===== config.mk =====
export PLATFORM = sky130hd
export DESIGN_NAME = cmd_frame_rx
export DESIGN_NICKNAME = d
export VERILOG_FILES = /design/src/rtl/cfr_pkg.sv /design/src/rtl/cfr_init_decode.sv /design/src/rtl/cfr_crc16.sv /design/src/rtl/cfr_parser.sv /design/src/rtl/cmd_frame_rx.sv
export SDC_FILE = /design/constraint.sdc
export NUM_CORES = 1
export LEC_CHECK = 0
export BUFFER_PORTS_ARGS = -buffer_cell sky130_fd_sc_hd__clkbuf_2
export CAP_MARGIN = 20
export CORE_MARGIN = 3
export CORE_UTILIZATION = 55
export DETAILED_ROUTE_END_ITERATION = 10
export GPL_ROUTABILITY_DRIVEN = 0
export PLACE_DENSITY = 0.9
export SLEW_MARGIN = 30
export SYNTH_ARGS = -nofsm -noshare
export SYNTH_HDL_FRONTEND = slang
export SYNTH_HIERARCHICAL = 1
export SYNTH_SLANG_ARGS = --single-unit

===== constraint.sdc =====
create_clock -name clk -period 3.4 [get_ports clk]
set_input_delay 0.17 -clock clk [delete_from_list [all_inputs] [get_ports clk]]
set_output_delay 0.17 -clock clk [all_outputs]
set_load 0.02 [all_outputs]

===== src/rtl/cfr_pkg.sv =====
package cfr_pkg;
  localparam int WR_MAX = 8;
  localparam int LEN_W = $clog2(WR_MAX);
  localparam logic [15:0] CRC_SEED = 16'hFFFF;
  localparam logic [15:0] CRC_POLY_REFL = 16'hA001;
  localparam logic [5:0] DEV_TOP = 6'h3F;
  localparam logic [2:0] KIND_LAST = 3'd5;

  typedef enum logic [2:0] {
    S_INIT, S_DEV, S_RA_HI, S_RA_LO, S_DATA, S_CRC_LO, S_CRC_HI, S_SKIP
  } rx_state_e;

  typedef struct packed {
    logic ok;
    logic is_write;
    logic has_dev;
    logic [2:0] kind;
    logic [LEN_W-1:0] len_m1;
  } init_info_t;

  function automatic logic [15:0] crc16_byte(input logic [15:0] c, input logic [7:0] b);
    logic [15:0] r;
    r = c ^ {8'h00, b};
    for (int i = 0; i < 8; i++) r = r[0] ? ((r >> 1) ^ CRC_POLY_REFL) : (r >> 1);
    return r;
  endfunction
endpackage


===== src/rtl/cfr_init_decode.sv =====
module cfr_init_decode
  import cfr_pkg::*;
(
  input  logic             mark,
  input  logic [2:0]       kind,
  input  logic [LEN_W-1:0] len_m1,
  output init_info_t       info
);
  always_comb begin
    info.kind     = kind;
    info.len_m1   = len_m1;
    info.is_write = kind[0];
    info.has_dev  = (kind[2:1] == 2'b00);
    info.ok       = mark && (kind <= KIND_LAST);
  end
endmodule


===== src/rtl/cfr_crc16.sv =====
module cfr_crc16
  import cfr_pkg::*;
(
  input  logic        clk,
  input  logic        rst_n,
  input  logic        take,
  input  logic        first,
  input  logic [7:0]  byte_in,
  output logic [15:0] crc_nx
);
  logic [15:0] crc_q;

  assign crc_nx = crc16_byte(first ? CRC_SEED : crc_q, byte_in);

  always_ff @(posedge clk or negedge rst_n) begin
    if (!rst_n) crc_q <= CRC_SEED;
    else if (take) crc_q <= crc_nx;
  end

  // the running remainder only moves on an accepted byte
  assert_crc_hold_R6: assert property (@(posedge clk) disable iff (!rst_n)
    !take |=> $stable(crc_q)) else $error("crc moved without a byte");
endmodule


===== src/rtl/cfr_parser.sv =====
module cfr_parser
  import cfr_pkg::*;
#(
  parameter int unsigned REG_SPAN = 2048
) (
  input  logic                 clk,
  input  logic                 rst_n,
  input  logic                 in_valid,
  input  logic [7:0]           in_data,
  input  logic                 in_idle,
  input  logic                 out_ready,
  input  init_info_t           info,
  input  logic [15:0]          crc_nx,
  output logic                 in_ready,
  output logic                 crc_take,
  output logic                 crc_first,
  output logic                 out_valid,
  output logic [2:0]           out_kind,
  output logic                 out_write,
  output logic [5:0]           out_dev,
  output logic [15:0]          out_reg,
  output logic [7:0]           out_rd_cnt,
  output logic [3:0]           out_wr_len,
  output logic [8*WR_MAX-1:0]  out_payload,
  output logic                 err_crc,
  output logic                 err_init
);
  rx_state_e        state_q;
  logic [2:0]       kind_q;
  logic             wr_q;
  logic [LEN_W-1:0] len_q;
  logic [LEN_W-1:0] idx_q;
  logic [5:0]       dev_q;
  logic [15:0]      ra_q;
  logic [7:0]       rd_q;
  logic [7:0]       lane_q [WR_MAX];
  logic             take;
  logic             reg_bad;

  assign in_ready  = !out_valid;
  assign take      = in_valid && in_ready && !in_idle;
  assign crc_take  = take;
  assign crc_first = (state_q == S_INIT);
  assign reg_bad   = 32'(ra_q) >= REG_SPAN;

  always_ff @(posedge clk or negedge rst_n) begin
    if (!rst_n) begin
      state_q   <= S_INIT;
      kind_q    <= '0;
      wr_q      <= 1'b0;
      len_q     <= '0;
      idx_q     <= '0;
      dev_q     <= '0;
      ra_q      <= '0;
      rd_q      <= '0;
      out_valid <= 1'b0;
      err_crc   <= 1'b0;
      err_init  <= 1'b0;
    end else begin
      err_crc  <= 1'b0;
      err_init <= 1'b0;
      if (out_valid && out_ready) out_valid <= 1'b0;
      if (in_idle) begin
        state_q <= S_INIT;
      end else if (take) begin
        unique case (state_q)
          S_INIT: begin
            if (!info.ok) begin
              err_init <= 1'b1;
              state_q  <= S_SKIP;
            end else begin
              kind_q  <= info.kind;
              wr_q    <= info.is_write;
              len_q   <= info.len_m1;
              dev_q   <= '0;
              rd_q    <= '0;
              idx_q   <= '0;
              state_q <= info.has_dev ? S_DEV : S_RA_HI;
            end
          end
          S_DEV: begin
            dev_q   <= (in_data[7:6] != 2'b00) ? DEV_TOP : in_data[5:0];
            state_q <= S_RA_HI;
          end
          S_RA_HI: begin
            ra_q[15:8] <= in_data;
            state_q    <= S_RA_LO;
          end
          S_RA_LO: begin
            ra_q[7:0] <= in_data;
            state_q   <= S_DATA;
          end
          S_DATA: begin
            if (wr_q) begin
              idx_q <= idx_q + 1'b1;
              if (idx_q == len_q) state_q <= S_CRC_LO;
            end else begin
              rd_q    <= {1'b0, in_data[6:0]} + 8'd1;
              state_q <= S_CRC_LO;
            end
          end
          S_CRC_LO: state_q <= S_CRC_HI;
          S_CRC_HI: begin
            state_q <= S_INIT;
            if (crc_nx != 16'h0000) err_crc <= 1'b1;
            else if (!(wr_q && reg_bad)) out_valid <= 1'b1;
          end
          default: state_q <= S_SKIP;
        endcase
      end
    end
  end

  always_ff @(posedge clk or negedge rst_n) begin
    if (!rst_n) begin
      for (int i = 0; i < WR_MAX; i++) lane_q[i] <= '0;
    end else if (take && !in_idle) begin
      for (int i = 0; i < WR_MAX; i++) begin
        if (state_q == S_INIT) lane_q[i] <= '0;
        else if (state_q == S_DATA && wr_q && idx_q == LEN_W'(i)) lane_q[i] <= in_data;
      end
    end
  end

  for (genvar g = 0; g < WR_MAX; g++) begin : g_lane
    assign out_payload[8*g +: 8] = lane_q[g];
  end

  assign out_kind   = kind_q;
  assign out_write  = wr_q;
  assign out_dev    = dev_q;
  assign out_reg    = ra_q;
  assign out_rd_cnt = rd_q;
  assign out_wr_len = wr_q ? ({1'b0, len_q} + 4'd1) : 4'd0;

  // a stalled frame holds every field and the parser does not move
  assert_stall_hold_R11: assert property (@(posedge clk) disable iff (!rst_n)
    out_valid && !out_ready |=> out_valid && $stable(out_reg) && $stable(out_payload)
      && $stable(out_dev) && $stable(state_q)) else $error("stalled frame changed");
  // at most one outcome per frame end
  assert_one_outcome_R7: assert property (@(posedge clk) disable iff (!rst_n)
    $onehot0({err_crc, err_init, $rose(out_valid)})) else $error("two outcomes at once");
  // commands without an address byte report device 0
  assert_no_dev_R3: assert property (@(posedge clk) disable iff (!rst_n)
    out_valid && out_kind[2:1] != 2'b00 |-> out_dev == 6'd0) else $error("device on non-single");
  // read count lies in 1..128
  assert_rd_range_R4: assert property (@(posedge clk) disable iff (!rst_n)
    out_valid && !out_write |-> out_rd_cnt != 8'd0 && out_rd_cnt <= 8'd128)
    else $error("read count out of range");
  // an offered write always targets a valid register
  assert_wr_span_R10: assert property (@(posedge clk) disable iff (!rst_n)
    out_valid && out_write |-> 32'(out_reg) < REG_SPAN) else $error("write to invalid register offered");
endmodule


===== src/rtl/cmd_frame_rx.sv =====
module cmd_frame_rx
  import cfr_pkg::*;
#(
  parameter int unsigned REG_SPAN = 2048
) (
  input  logic        clk,
  input  logic        rst_n,
  input  logic        in_valid,
  output logic        in_ready,
  input  logic [7:0]  in_data,
  input  logic        in_idle,
  output logic        out_valid,
  input  logic        out_ready,
  output logic [2:0]  out_kind,
  output logic        out_write,
  output logic [5:0]  out_dev,
  output logic [15:0] out_reg,
  output logic [7:0]  out_rd_cnt,
  output logic [3:0]  out_wr_len,
  output logic [63:0] out_payload,
  output logic        err_crc,
  output logic        err_init
);
  init_info_t  info;
  logic [15:0] crc_nx;
  logic        crc_take;
  logic        crc_first;

  cfr_init_decode u_dec (
    .mark   (in_data[7]),
    .kind   (in_data[6:4]),
    .len_m1 (in_data[LEN_W-1:0]),
    .info   (info)
  );

  cfr_crc16 u_crc (
    .clk     (clk),
    .rst_n   (rst_n),
    .take    (crc_take),
    .first   (crc_first),
    .byte_in (in_data),
    .crc_nx  (crc_nx)
  );

  cfr_parser #(.REG_SPAN(REG_SPAN)) u_parse (
    .clk         (clk),
    .rst_n       (rst_n),
    .in_valid    (in_valid),
    .in_data     (in_data),
    .in_idle     (in_idle),
    .out_ready   (out_ready),
    .info        (info),
    .crc_nx      (crc_nx),
    .in_ready    (in_ready),
    .crc_take    (crc_take),
    .crc_first   (crc_first),
    .out_valid   (out_valid),
    .out_kind    (out_kind),
    .out_write   (out_write),
    .out_dev     (out_dev),
    .out_reg     (out_reg),
    .out_rd_cnt  (out_rd_cnt),
    .out_wr_len  (out_wr_len),
    .out_payload (out_payload),
    .err_crc     (err_crc),
    .err_init    (err_init)
  );
endmodule


# Word-level counts from Yosys, hierarchy flattened
# Cells that the tools add are included.
[op_classes] n_mux=56 n_bitwise=10 add_sub_neg=3 n_reduce_logical=48 n_eq_ne=18 magnitude_cmp=2
[ops] operator="2-to-1 mux 16 bit" n=9
[ops] operator="2-to-1 mux 8 bit" n=18
[ops] operator="inverter 2 -> 3 bit" n=8
[ops] operator="nonzero test 2 bit" n=12
[ops] operator="== test 3 bit (second input constant)" n=7
[ops] operator="2-to-1 mux 3 bit" n=7
[ops] operator="one-hot mux 3 bit (7 select lines)" n=1
[ops] operator="AND reduction 2 bit" n=9
[ops] operator=">= comparator 16 x 12 -> 1 bit (second input constant)" n=1
[ops] operator="one-hot mux 8 bit (2 select lines)" n=1
[ops] operator="nonzero test 16 bit" n=1
[ops] operator="bitwise XOR 16 x 8 -> 16 bit" n=1
[ops] operator="logical AND 1 bit" n=15
[ops] operator="2-to-1 mux 1 bit" n=14
[ops] operator="== test 3 x 2 -> 1 bit (second input constant)" n=4
[ops] operator="2-to-1 mux 6 bit" n=2
[ops] operator="one-hot mux 6 bit (2 select lines)" n=1
[ops] operator="AND reduction 5 bit" n=2
[ops] operator="adder 7 x 1 -> 8 bit (second input constant)" n=1
[ops] operator="AND reduction 4 bit" n=2
[ops] operator="== test 3 x 1 -> 1 bit (second input constant)" n=2
[ops] operator="zero test 3 bit" n=2
[ops] operator="one-hot mux 3 bit (2 select lines)" n=1
[ops] operator="AND reduction 3 bit" n=2
[ops] operator="other kinds (12)" n=14
[word_totals] wordCells=158 inputBits=13 ff_bits=126

# Longest topological paths before layout
# Gate-level depths: netlist of the first run.
[depth] depth_word=24 ltp_mapped=11 mapped_depth_nobuf=9

# By module
# Netlist of the first run, hierarchy kept.
[modules_own_cells] mod="cfr_parser" seq_area_each_um2=2752.6 n_inst=1 cells_each=422 area_per_inst_um2=4844.6
[modules_own_cells] mod="cfr_crc16" seq_area_each_um2=420.4 n_inst=1 cells_each=82 area_per_inst_um2=985.9
[modules_own_cells] mod="cfr_init_decode" seq_area_each_um2=0.0 n_inst=1 cells_each=9 area_per_inst_um2=63.8

# Worst setup path before layout of the first run
# No wires, ideal clock.
[synth_timing] path_type="flip-flop to flip-flop" start="register u_parse.state_q[1]" end="register u_parse.err_crc" path_slack_ps=814 t_arrival_ps=2466 synth_period_minus_slack_ps=2586 path_buffers=2 path_stages_with_launch=12 t_required_ps=3280 setup_ps=120 path_cell_list="dfrtp_1 -> buf_6 -> or3_1 -> buf_6 -> clkinv_8 -> nor2_1 -> xnor2_1 -> xnor3_2 -> xnor2_1 -> nor4_1 -> nand4_1 -> and3_1"
[synth_between] elab_cells_between_ends=25
[synth_lines] element="start, declared" line_no="cfr_parser.sv:28" text="rx_state_e state_q;"
[synth_lines] element="start signal, assigned" line_no="cfr_parser.sv:78" text="state_q <= info.has_dev ? S_DEV : S_RA_HI;"
[synth_lines] element="zero test 3 bit (*)" line_no="cfr_parser.sv:43" text="assign crc_first = (state_q == S_INIT);"
[synth_lines] element="net crc_first" line_no="cmd_frame_rx.sv:27" text="logic crc_first;"
[synth_lines] element="2-to-1 mux 16 bit (*)" line_no="cfr_crc16.sv:13" text="assign crc_nx = crc16_byte(first ? CRC_SEED : crc_q, byte_in);"
[synth_lines] element="bitwise XOR 16 x 8 -> 16 bit (*)" line_no="cfr_pkg.sv:23" text="r = c ^ {8'h00, b};"
[synth_lines] element="2-to-1 mux 16 bit (*) (7 in series)" line_no="cfr_pkg.sv:24" text="for (int i = 0; i < 8; i++) r = r[0] ? ((r >> 1) ^ CRC_POLY_REFL) : (r >> 1);"
[synth_lines] element="inverter 2 -> 3 bit (no source line) or 2-to-1 mux 16 bit (tied branches)"
[synth_lines] element="2-to-1 mux 16 bit (*)" line_no="cfr_pkg.sv:24"
[synth_lines] element="net crc_nx[0]" line_no="cmd_frame_rx.sv:25" text="logic [15:0] crc_nx;"
[synth_lines] element="nonzero test 16 bit (*)" line_no="cfr_parser.sv:105" text="if (crc_nx != 16'h0000) err_crc <= 1'b1;"
[synth_lines] element="2-to-1 mux 1 bit (*)" line_no="cfr_parser.sv:105"
[synth_lines] element="2-to-1 mux 1 bit (*)" line_no="cfr_parser.sv:66" text="unique case (state_q)"
[synth_lines] element="2-to-1 mux 1 bit (*)" line_no="cfr_parser.sv:65" text="end else if (take) begin"
[synth_lines] element="2-to-1 mux 1 bit (*)" line_no="cfr_parser.sv:63" text="if (in_idle) begin"
[synth_lines] element="end signal, assigned" line_no="cfr_parser.sv:57" text="err_crc <= 1'b0;"
[synth_lines] element="end signal, assigned" line_no="cfr_parser.sv:60" text="err_crc <= 1'b0;"
[synth_lines] element="end signal, assigned" line_no="cfr_parser.sv:105"
[synth_lines] element="end, declared" line_no="cfr_parser.sv:25" text="output logic err_crc,"
# The timed path passes the listed nets; every way through them passes the cells marked *.
# A chain may end at the register's enable or synchronous reset.

# Final worst setup path of the first run
[layout_timing] start="register u_parse.state_q[0]" end="register u_parse.err_crc"
[layout_between] elab_chain_len=18 elab_cells_between_ends=25
[layout_rtl] element="zero test 3 bit (*)" line_no="cfr_parser.sv:43"
[layout_rtl] element="net crc_first" line_no="cmd_frame_rx.sv:27"
[layout_rtl] element="2-to-1 mux 16 bit (*)" line_no="cfr_crc16.sv:13"
[layout_rtl] element="bitwise XOR 16 x 8 -> 16 bit (*)" line_no="cfr_pkg.sv:23"
[layout_rtl] element="2-to-1 mux 16 bit (*) (2 in series)" line_no="cfr_pkg.sv:24"
[layout_rtl] element="inverter 2 -> 3 bit (no source line) or 2-to-1 mux 16 bit (tied branches)"
[layout_rtl] element="2-to-1 mux 16 bit (*) (3 in series)" line_no="cfr_pkg.sv:24"
[layout_rtl] element="inverter 2 -> 3 bit (no source line)"
[layout_rtl] element="2-to-1 mux 16 bit (*) (3 in series)" line_no="cfr_pkg.sv:24"
[layout_rtl] element="net crc_nx[11]" line_no="cmd_frame_rx.sv:25"
[layout_rtl] element="nonzero test 16 bit (*)" line_no="cfr_parser.sv:105"
[layout_rtl] element="2-to-1 mux 1 bit (*)" line_no="cfr_parser.sv:105"
[layout_rtl] element="2-to-1 mux 1 bit (*)" line_no="cfr_parser.sv:66"
[layout_rtl] element="2-to-1 mux 1 bit (*)" line_no="cfr_parser.sv:65"
[layout_rtl] element="2-to-1 mux 1 bit (*)" line_no="cfr_parser.sv:63"
# Marked as above.

==> impl_metrics.ini, run 1 <==
[run]
cap_violations = 0

[routing]
via_per_inst = 6.02
drtPass1Iterations = 7
drc = 0
wl_per_cell_um = 20.4
drtIter0Drc = 603
num_vias = 4653
drtAntennaViolNets = 0
routed_wirelength_mm = 15.8

[pwr]
irDropWorstVdd_mv = 0.437
p_leak_nw = 3.35
power_density_nw_per_um2 = 817
finalPower_mw = 5.79

[sta]
fin_ws_ns = 0.299
maxSlewViolCount = 0
hold_violations = 0
min_period_ns = 3.10
tightest_slew_ns = 0.879
fmax_mhz = 323
rsz0062_at_grt = no
relSlewSlack_pct = 41.2
clock_skew_ns = 0.0124
setup_viol = 0
finalCritPeriodShare_pct = 91.2
final.setup.tns_ns = 0

[final_layout]
multiInputGateArea_um2 = 2400
seqCellArea_um2 = 3170
syn_to_final_growth_pct = 20.2
antennaDiodeCount = 0
drive_gt1_share_pct = 36.3
largest_reg_flops = 64
fin_nets = 645
fill_cells = 727

[synth]
netlist_area_um2 = 5890
ys.flop_type = dfrtp_1
synth_edf_count = 0
synthesis.nets = 534
postSynthAreaPerCell_um2 = 11.5
yosys.area.top_type = dfrtp_1
ys_ff_latch = 126
synth_cell_types = 56
yosysSeqAreaShare_pct = 53.8
synthArstFlopShare_pct = 100
synth_top_area_share_pct = 46.7
synthCells = 513
synth_top_cells_by_area = dfrtp_1 (47%), dfstp_2 (7.1%), nand3_1 (5.6%)
synth.yosys.warnings = 6

[setup_path]
endpoint_kind = flop
reg2reg_from = u_parse/state_q[0]
critPathLaunch = u_parse/state_q[0]
cp-start-kind = flop
critPathKind = reg -> reg
timing.rr.end = u_parse/err_crc
crit_required_ns = 3.81
reg2regPathDepth = 9
critPathMaxFanout = 18
ff2ff_setup_slack_ns = 0.30
worstPathArrival_ns = 3.52

[clocking]
cts-htree-levels = 4
clockRootBuffer = clkbuf_8
numCtsBuffers = 17
cts_resized = 0
ctsHoldBuffers = 3
cts_tree = done
clk_path_buf_depth = 2
post-cts-setup-buffer-count = 0
clk_pin_slew_ns = 0.07
worstSkewPairLatency_ns = 0.53
cts.sinks = 126

[worst_hold_path]
hold_depth = 2
hold_path_end = u_parse/out_reg[15]
min_from = in_data[7]
hp-class = in -> reg

[floorplan]
core-area_um2 = 10400
fp.dieW_um = 110
dieArea_um2 = 12000
io_pins = 119
rows = 37
die_h_um = 110
initial_core_util_pct = 56.8

[global_route]
grt_max_degree = 84
antenna_found_initial = 0
grt_overflow = 0
grt-busiest-layer = met2
grt_pass1_wl_mm = 24.6
grtUsageMet1_pct = 32.6
grt_pass1_vias = 4686
use_met2_pct = 46.1
grtUsageMet3_pct = 7.57
grt_usage_pct = 27.5

[outcome]
outcome = complete, no violations

[place]
place_hpwl_mm = 9.86
io_buffers = 118
dp_slack_ns = 0.444
[report_power, final]
part | total, mW | internal (mW) | switching, mW
combinational | 1.75 | 0.716 | 1.04
clock | 1.90 | 1.15 | 0.751
sequential | 2.14 | 1.88 | 0.260
total | 5.79 | 3.74 | 2.05
[cells in the mapped netlist, drive strengths merged, types with 4 or more instances]
master	number
nor2b	4
nand2	31
o31ai	7
or2	6
dfrtp	110
ha	8
xor2	11
buf	27
nor2	25
mux2	39
xnor2	28
inv	15
mux2i	9
clkbuf	5
nand4	7
nand3	68
nor4	4
dfstp	16
o21ai	68
[how the worst max path moves through the flow]
stage	slack (ns)	endpoint	depth (start not counted)
finish	0.30	u_parse/err_crc	9
global placement	0.58	u_parse/err_crc	9
CTS	0.40	u_parse/err_crc	9
global route	0.22	u_parse/err_crc	9
detailed placement	0.44	u_parse/err_crc	9
floorplan	0.81	u_parse/err_crc	11
[final cells by class]
class | instances | area share (%)
clock buffer | 17 | 5.85
clock inverter | 15 | 2.79
inverter | 16 | 1.13
multi-input combinational | 339 | 33.9
sequential | 126 | 44.8
tap | 136 | 2.40
timing repair buffer | 124 | 9.17
[routing by layer]
layer / up-vias / wire length, um
met2: 252 / 7950
met4: 0 / 586
met5: - / 0
met1: 2321 / 5940
met3: 58 / 1290
li1: 2022 / -
[cell families (layout without fill, tap and decap cells)]
family / count (synthesis) / in the layout / share of synthesized area, %
AO/OA/AOI/OAI: 85 / 85 / 7.94
XOR/XNOR: 40 / 40 / 6.33
flip-flops: 126 / 126 / 53.8
adder cells (fa/ha/maj): 8 / 8 / 1.70
AND/OR/NAND/NOR: 158 / 158 / 15.1
buffers and inverters: 48 / 172 / 5.46
multiplexers: 48 / 48 / 9.62
[critical path: stages (launching register included)]
cell      delay, ns
dfrtp_1        0.51
or3_1          0.55
clkinv_8       0.17
nor2_1         0.09
xnor2_2        0.29
xnor3_2        0.46
xnor2_1        0.19
nor4_1         0.32
nand4_1        0.19
and3_1         0.22
[per-stage QoR]
step / cell area [um^2] / utilization [%] / cells / hold slack, ns
final: 7080 / 68.3 / 773 / 0.0272
after global routing: 7080 / 68.3 / 773 / 0.0313
after CTS: 7080 / 68.3 / 773 / 0.0185
after detailed placement: 6440 / 62.1 / 738 / 0.372
after global placement: 6440 / 62.1 / 738 / 0.376
after floorplan: 5890 / - / 513 / -0.126
[placed cells by master, fill, tap and decap left out, types with 9 or more instances in the layout]
| cell | netlist | routed |
|---|---|---|
| clkbuf_16 | 0 | 16 |
| xnor2_1 | 27 | 27 |
| clkbuf_2 | 1 | 117 |
| nand2_1 | 29 | 29 |
| mux2_4 | 10 | 10 |
| o21ai_0 | 25 | 25 |
| mux2i_1 | 9 | 9 |
| inv_1 | 13 | 13 |
| mux2_2 | 29 | 29 |
| xor2_1 | 11 | 11 |
| dfrtp_1 | 110 | 110 |
| nor2_1 | 24 | 24 |
| o21ai_1 | 43 | 43 |
| dfstp_2 | 16 | 16 |
| nand3_1 | 66 | 66 |
(Power assumes the default switching activity.)
==> run 2, diff against run 1 <==
--- a/config.mk
+++ b/config.mk
@@ -12,6 +12,7 @@
 export DETAILED_ROUTE_END_ITERATION = 10
 export GPL_ROUTABILITY_DRIVEN = 0
 export PLACE_DENSITY = 0.9
+export REMOVE_ABC_BUFFERS = 1
 export SLEW_MARGIN = 30
 export SYNTH_ARGS = -nofsm -noshare
 export SYNTH_HDL_FRONTEND = slang
==> impl_metrics.ini, run 2 (synthesis results as in run 1) <==
[outcome]
outcome = complete, no violations

[sta]
whs_ns = 0.0691
hold_violations = 0
maxSlewViolCount = 0
relSlewSlack_pct = 48.0
clock_skew_ns = 0.00832
finalCritPeriodShare_pct = 88.0
final.setup.tns_ns = 0
tightest_slew_ns = 0.779
rsz0062_at_grt = no
setup_viol = 0
fmax_mhz = 334
min_period_ns = 2.99
fin_ws_ns = 0.409

[global_route]
grt_pass1_wl_mm = 23.1
antenna_found_initial = 0
grt_max_degree = 87
grt_pass1_vias = 4457
grt_overflow = 0
grt_usage_pct = 25.6

[routing]
drtAntennaViolNets = 0
wl_per_cell_um = 19.1
num_vias = 4452
drtIter0Drc = 362
routed_wirelength_mm = 14.7
via_per_inst = 5.77
drc = 0
drtPass1Iterations = 5

[setup_path]
critPathMaxFanout = 18
critPathKind = reg -> reg
endpoint_kind = flop
worstPathArrival_ns = 3.38
cp-start-kind = flop
crit_required_ns = 3.79

[clocking]
post-cts-setup-buffer-count = 0
cts_resized = 0
worstSkewPairLatency_ns = 0.51
ctsHoldBuffers = 3
clk_path_buf_depth = 2
clockRootBuffer = clkbuf_8
numCtsBuffers = 17
cts_tree = done
cts-htree-levels = 4
cts.sinks = 126
clk_pin_slew_ns = 0.06

[final_layout]
fin_nets = 644
syn_to_final_growth_pct = 20.1
antennaDiodeCount = 0
fill_cells = 740
largest_reg_flops = 64
drive_gt1_share_pct = 36.2
final_cell_mix = clkbuf_2 (117), dfrtp_1 (110), nand3_1 (66)
mostFrequentLayoutCell = clkbuf_2

[floorplan]
rows = 37
fp.dieW_um = 110
initial_core_util_pct = 56.8
die_h_um = 110
core-area_um2 = 10400
io_pins = 119
dieArea_um2 = 12000

[place]
io_buffers = 118
dp_slack_ns = 0.456
place_hpwl_mm = 9.51

[worst_hold_path]
hp-class = in -> reg

[pwr]
p_leak_nw = 3.35
power_density_nw_per_um2 = 808
irDropWorstVdd_mv = 0.591

[run]
cap_violations = 0
[run 2: changes by cell type in the layout (fill, tap and decap cells not counted)]
cell,delta
inv_6,-1
clkinv_4,+1
buf_4,-1
[run 2: routing by layer]
| metal | vias up | wire (um) | track usage (%) |
|---|---|---|---|
| met5 | - | 0 | 0 |
| met4 | 0 | 259 | 8.90 |
| met3 | 26 | 1100 | 5.64 |
| met2 | 227 | 7400 | 43.9 |
| met1 | 2177 | 5990 | 31.9 |
| li1 | 2022 | - | - |
[run 2: cell type report]
cell class	instances	area, um^2	share of cell area [%]
Inverter	16	80.1	1.13
Timing Repair Buffer	123	642	9.07
Multi-Input combinational cell	339	2400	33.9
Clock inverter	15	198	2.79
Tap cell	136	170	2.40
Sequential cell	126	3170	44.8
Clock buffer	17	414	5.85
[run 2: path summary, 6_finish.rpt]
kind	start	to	slack, ns	depth (start not counted)
worst max register to register	u_parse/state_q[1]	u_parse/err_crc	0.41	9
max in group asynchronous	rst_n	u_parse/out_payload[9]	2.31	3
min in group asynchronous	rst_n	u_parse/out_payload[35]	0.29	2
worst min-delay path	in_data[7]	u_parse/out_reg[15]	0.07	2
worst max-delay path	u_parse/state_q[1]	u_parse/err_crc	0.41	9
worst min register to register	u_parse/out_rd_cnt[1]	u_parse/out_rd_cnt[1]	0.48	2
[run 2: critical path: stages (launching register included)]
cell      delay, ns
dfrtp_1        0.48
or3_1          0.58
clkinv_8       0.17
nor2_1         0.07
xnor2_1        0.22
xnor3_2        0.51
xnor2_1        0.18
nor4_1         0.29
nand4_1        0.17
and3_1         0.20
[run 2: metrics by stage]
stage               utilization (%)  power, mW  cells  cell area (um^2)
floorplan                         -       3.29    481              5650
global placement               62.0       3.74    737              6430
detailed placement             62.1       3.84    737              6430
CTS                            68.2       5.74    772              7080
global route                   68.2       5.98    772              7080
finish                         68.2       5.72    772              7080
[run 2: report_power, final]
group | total (mW) | internal [mW] | switching [mW]
sequential | 2.14 | 1.88 | 0.262
combinational | 1.71 | 0.714 | 0.997
clock | 1.86 | 1.14 | 0.720
==> run 3, diff against run 2 <==
==> constraint.sdc (replaced) <==
create_clock -name clk -period 3.4 [get_ports clk]
set_input_delay 0.51 -clock clk [delete_from_list [all_inputs] [get_ports clk]]
set_output_delay 0.51 -clock clk [all_outputs]
set_load 0.02 [all_outputs]
==> impl_metrics.ini, run 3 (synthesis results as in run 1) <==
[setup_path]
critPathMaxFanout = 18
endpoint_kind = flop
reg2reg_from = u_parse/state_q[2]
path_delay_family = simple AND/OR/NAND/NOR gates
slowest_stage = or3_1
critPathLaunch = u_parse/state_q[2]
crit_chain = or3_1 > clkinv_8 > nor2_1 > xnor2_1 > xnor3_2 > xnor2_1 > nor4_1 > nand4_1 > and3_1
path_depth = 9
crit_path_max_incr_delay_ns = 0.60
worstPathArrival_ns = 3.49
timing.rr.end = u_parse/err_crc
ff2ff_setup_slack_ns = 0.32
cp_common_cell = xnor2_1
worstSetupEndpoint = u_parse/err_crc
cp_num_buf_inv = 1
cp-start-kind = flop
reg2regPathDepth = 9
critPathKind = reg -> reg
crit_required_ns = 3.81

[clocking]
clk_pin_slew_ns = 0.06
cts.sinks = 126
clk_path_buf_depth = 2
numCtsBuffers = 17
cts_tree = done
worstSkewPairLatency_ns = 0.53
clockRootBuffer = clkbuf_8
post-cts-setup-buffer-count = 0
ctsHoldBuffers = 0
cts_resized = 0
cts-htree-levels = 4

[pwr]
power_switching_mw = 1.87
internal_power_mw = 3.70
finalPower_mw = 5.57
power_density_nw_per_um2 = 794
comb_power_share_pct = 30.3
swShare_pct = 33.5
p_leak_nw = 3.32
sequentialPowerShare_pct = 38.5
irDropWorstVdd_mv = 0.529
power_frac_clock_pct = 31.2

[final_layout]
seqCellArea_um2 = 3170
fill_cells = 761
mostFrequentLayoutCell = clkbuf_2
fin_nets = 641
largest_reg_flops = 64
antennaDiodeCount = 0
syn_to_final_growth_pct = 19.0
multiInputGateArea_um2 = 2400
final_cell_mix = clkbuf_2 (117), dfrtp_1 (110), nand3_1 (66)
drive_gt1_share_pct = 35.9

[routing]
routed_wirelength_mm = 14.1
drtAntennaViolNets = 0
wl_per_cell_um = 18.3
drc = 0
drtPass1Iterations = 5
via_per_inst = 5.77
num_vias = 4433
drtIter0Drc = 413

[floorplan]
die_h_um = 110
dieArea_um2 = 12000
initial_core_util_pct = 56.8
core-area_um2 = 10400
fp.dieW_um = 110
io_pins = 119
rows = 37

[sta]
hold_violations = 5
whs_ns = -0.00198
fmax_mhz = 325
tightest_slew_ns = 0.777
maxSlewViolCount = 0
setup_viol = 0
clock_skew_ns = 0.00659
finalCritPeriodShare_pct = 90.5
final.setup.tns_ns = 0
min_period_ns = 3.08
relSlewSlack_pct = 48.2
rsz0062_at_grt = no

[global_route]
grt_overflow = 0
grt_usage_pct = 24.5
grt_max_degree = 71
grt_pass1_wl_mm = 22.1
antenna_found_initial = 0
grt_pass1_vias = 4266

[outcome]
outcome = finished with violations
failed_checks = negative hold slack

[place]
place_hpwl_mm = 9.47
io_buffers = 118

[worst_hold_path]
hp-class = in -> async

[run]
cap_violations = 0
-- run 3: how the worst min path moves through the flow --
stage	slack, ns	start	to	cells after the start
2_1_floorplan	0.21	rst_n	u_parse/err_crc	0
3_3_place_gp	0.47	u_parse/out_dev[5]	u_parse/out_dev[5]	2
3_5_place_dp	0.48	u_parse/out_dev[4]	u_parse/out_dev[4]	2
4_1_cts	0.12	rst_n	u_parse/out_payload[38]	1
5_1_grt	0.03	rst_n	u_parse/out_payload[35]	1
6_report	-0.002	rst_n	u_parse/out_payload[38]	1
-- run 3: layout make-up --
cell class,instances,area share (%)
Sequential cell,126,45.2
Inverter,16,1.14
Timing Repair Buffer,120,8.90
Multi-Input combinational cell,339,34.2
Clock inverter,12,2.09
Clock buffer,19,6.01
Tap cell,136,2.43
-- run 3: per-layer routing --
layer,track usage (%),share of wire [%],up-vias
li1,-,-,2002
met1,31.8,40,2209
met2,39.3,50,201
met3,7.16,8.4,21
met4,8.90,1.4,0
met5,0,0,-
-- run 3: stage by stage --
| stage | hold WS, ns | std cells | area (um^2) | util (%) | setup slack (ns) |
|---|---|---|---|---|---|
| detailed placement | 0.478 | 737 | 6440 | 62.1 | 0.431 |
| CTS | 0.123 | 768 | 7010 | 67.6 | 0.385 |
| floorplan | 0.214 | 481 | 5650 | - | 0.722 |
| global route | 0.0260 | 768 | 7020 | 67.7 | 0.215 |
| global placement | 0.468 | 737 | 6440 | 62.1 | 0.610 |
| finish | -0.00198 | 768 | 7020 | 67.7 | 0.322 |
-- run 3: power groups by stage --
stage	Combinational [mW]	Sequential (mW)	Clock, mW
finish	1.69	2.14	1.74
global route	1.82	2.18	1.84
CTS	1.69	2.14	1.76
detailed placement	1.68	2.15	0
global placement	1.61	2.13	0
floorplan	0.962	2.33	0
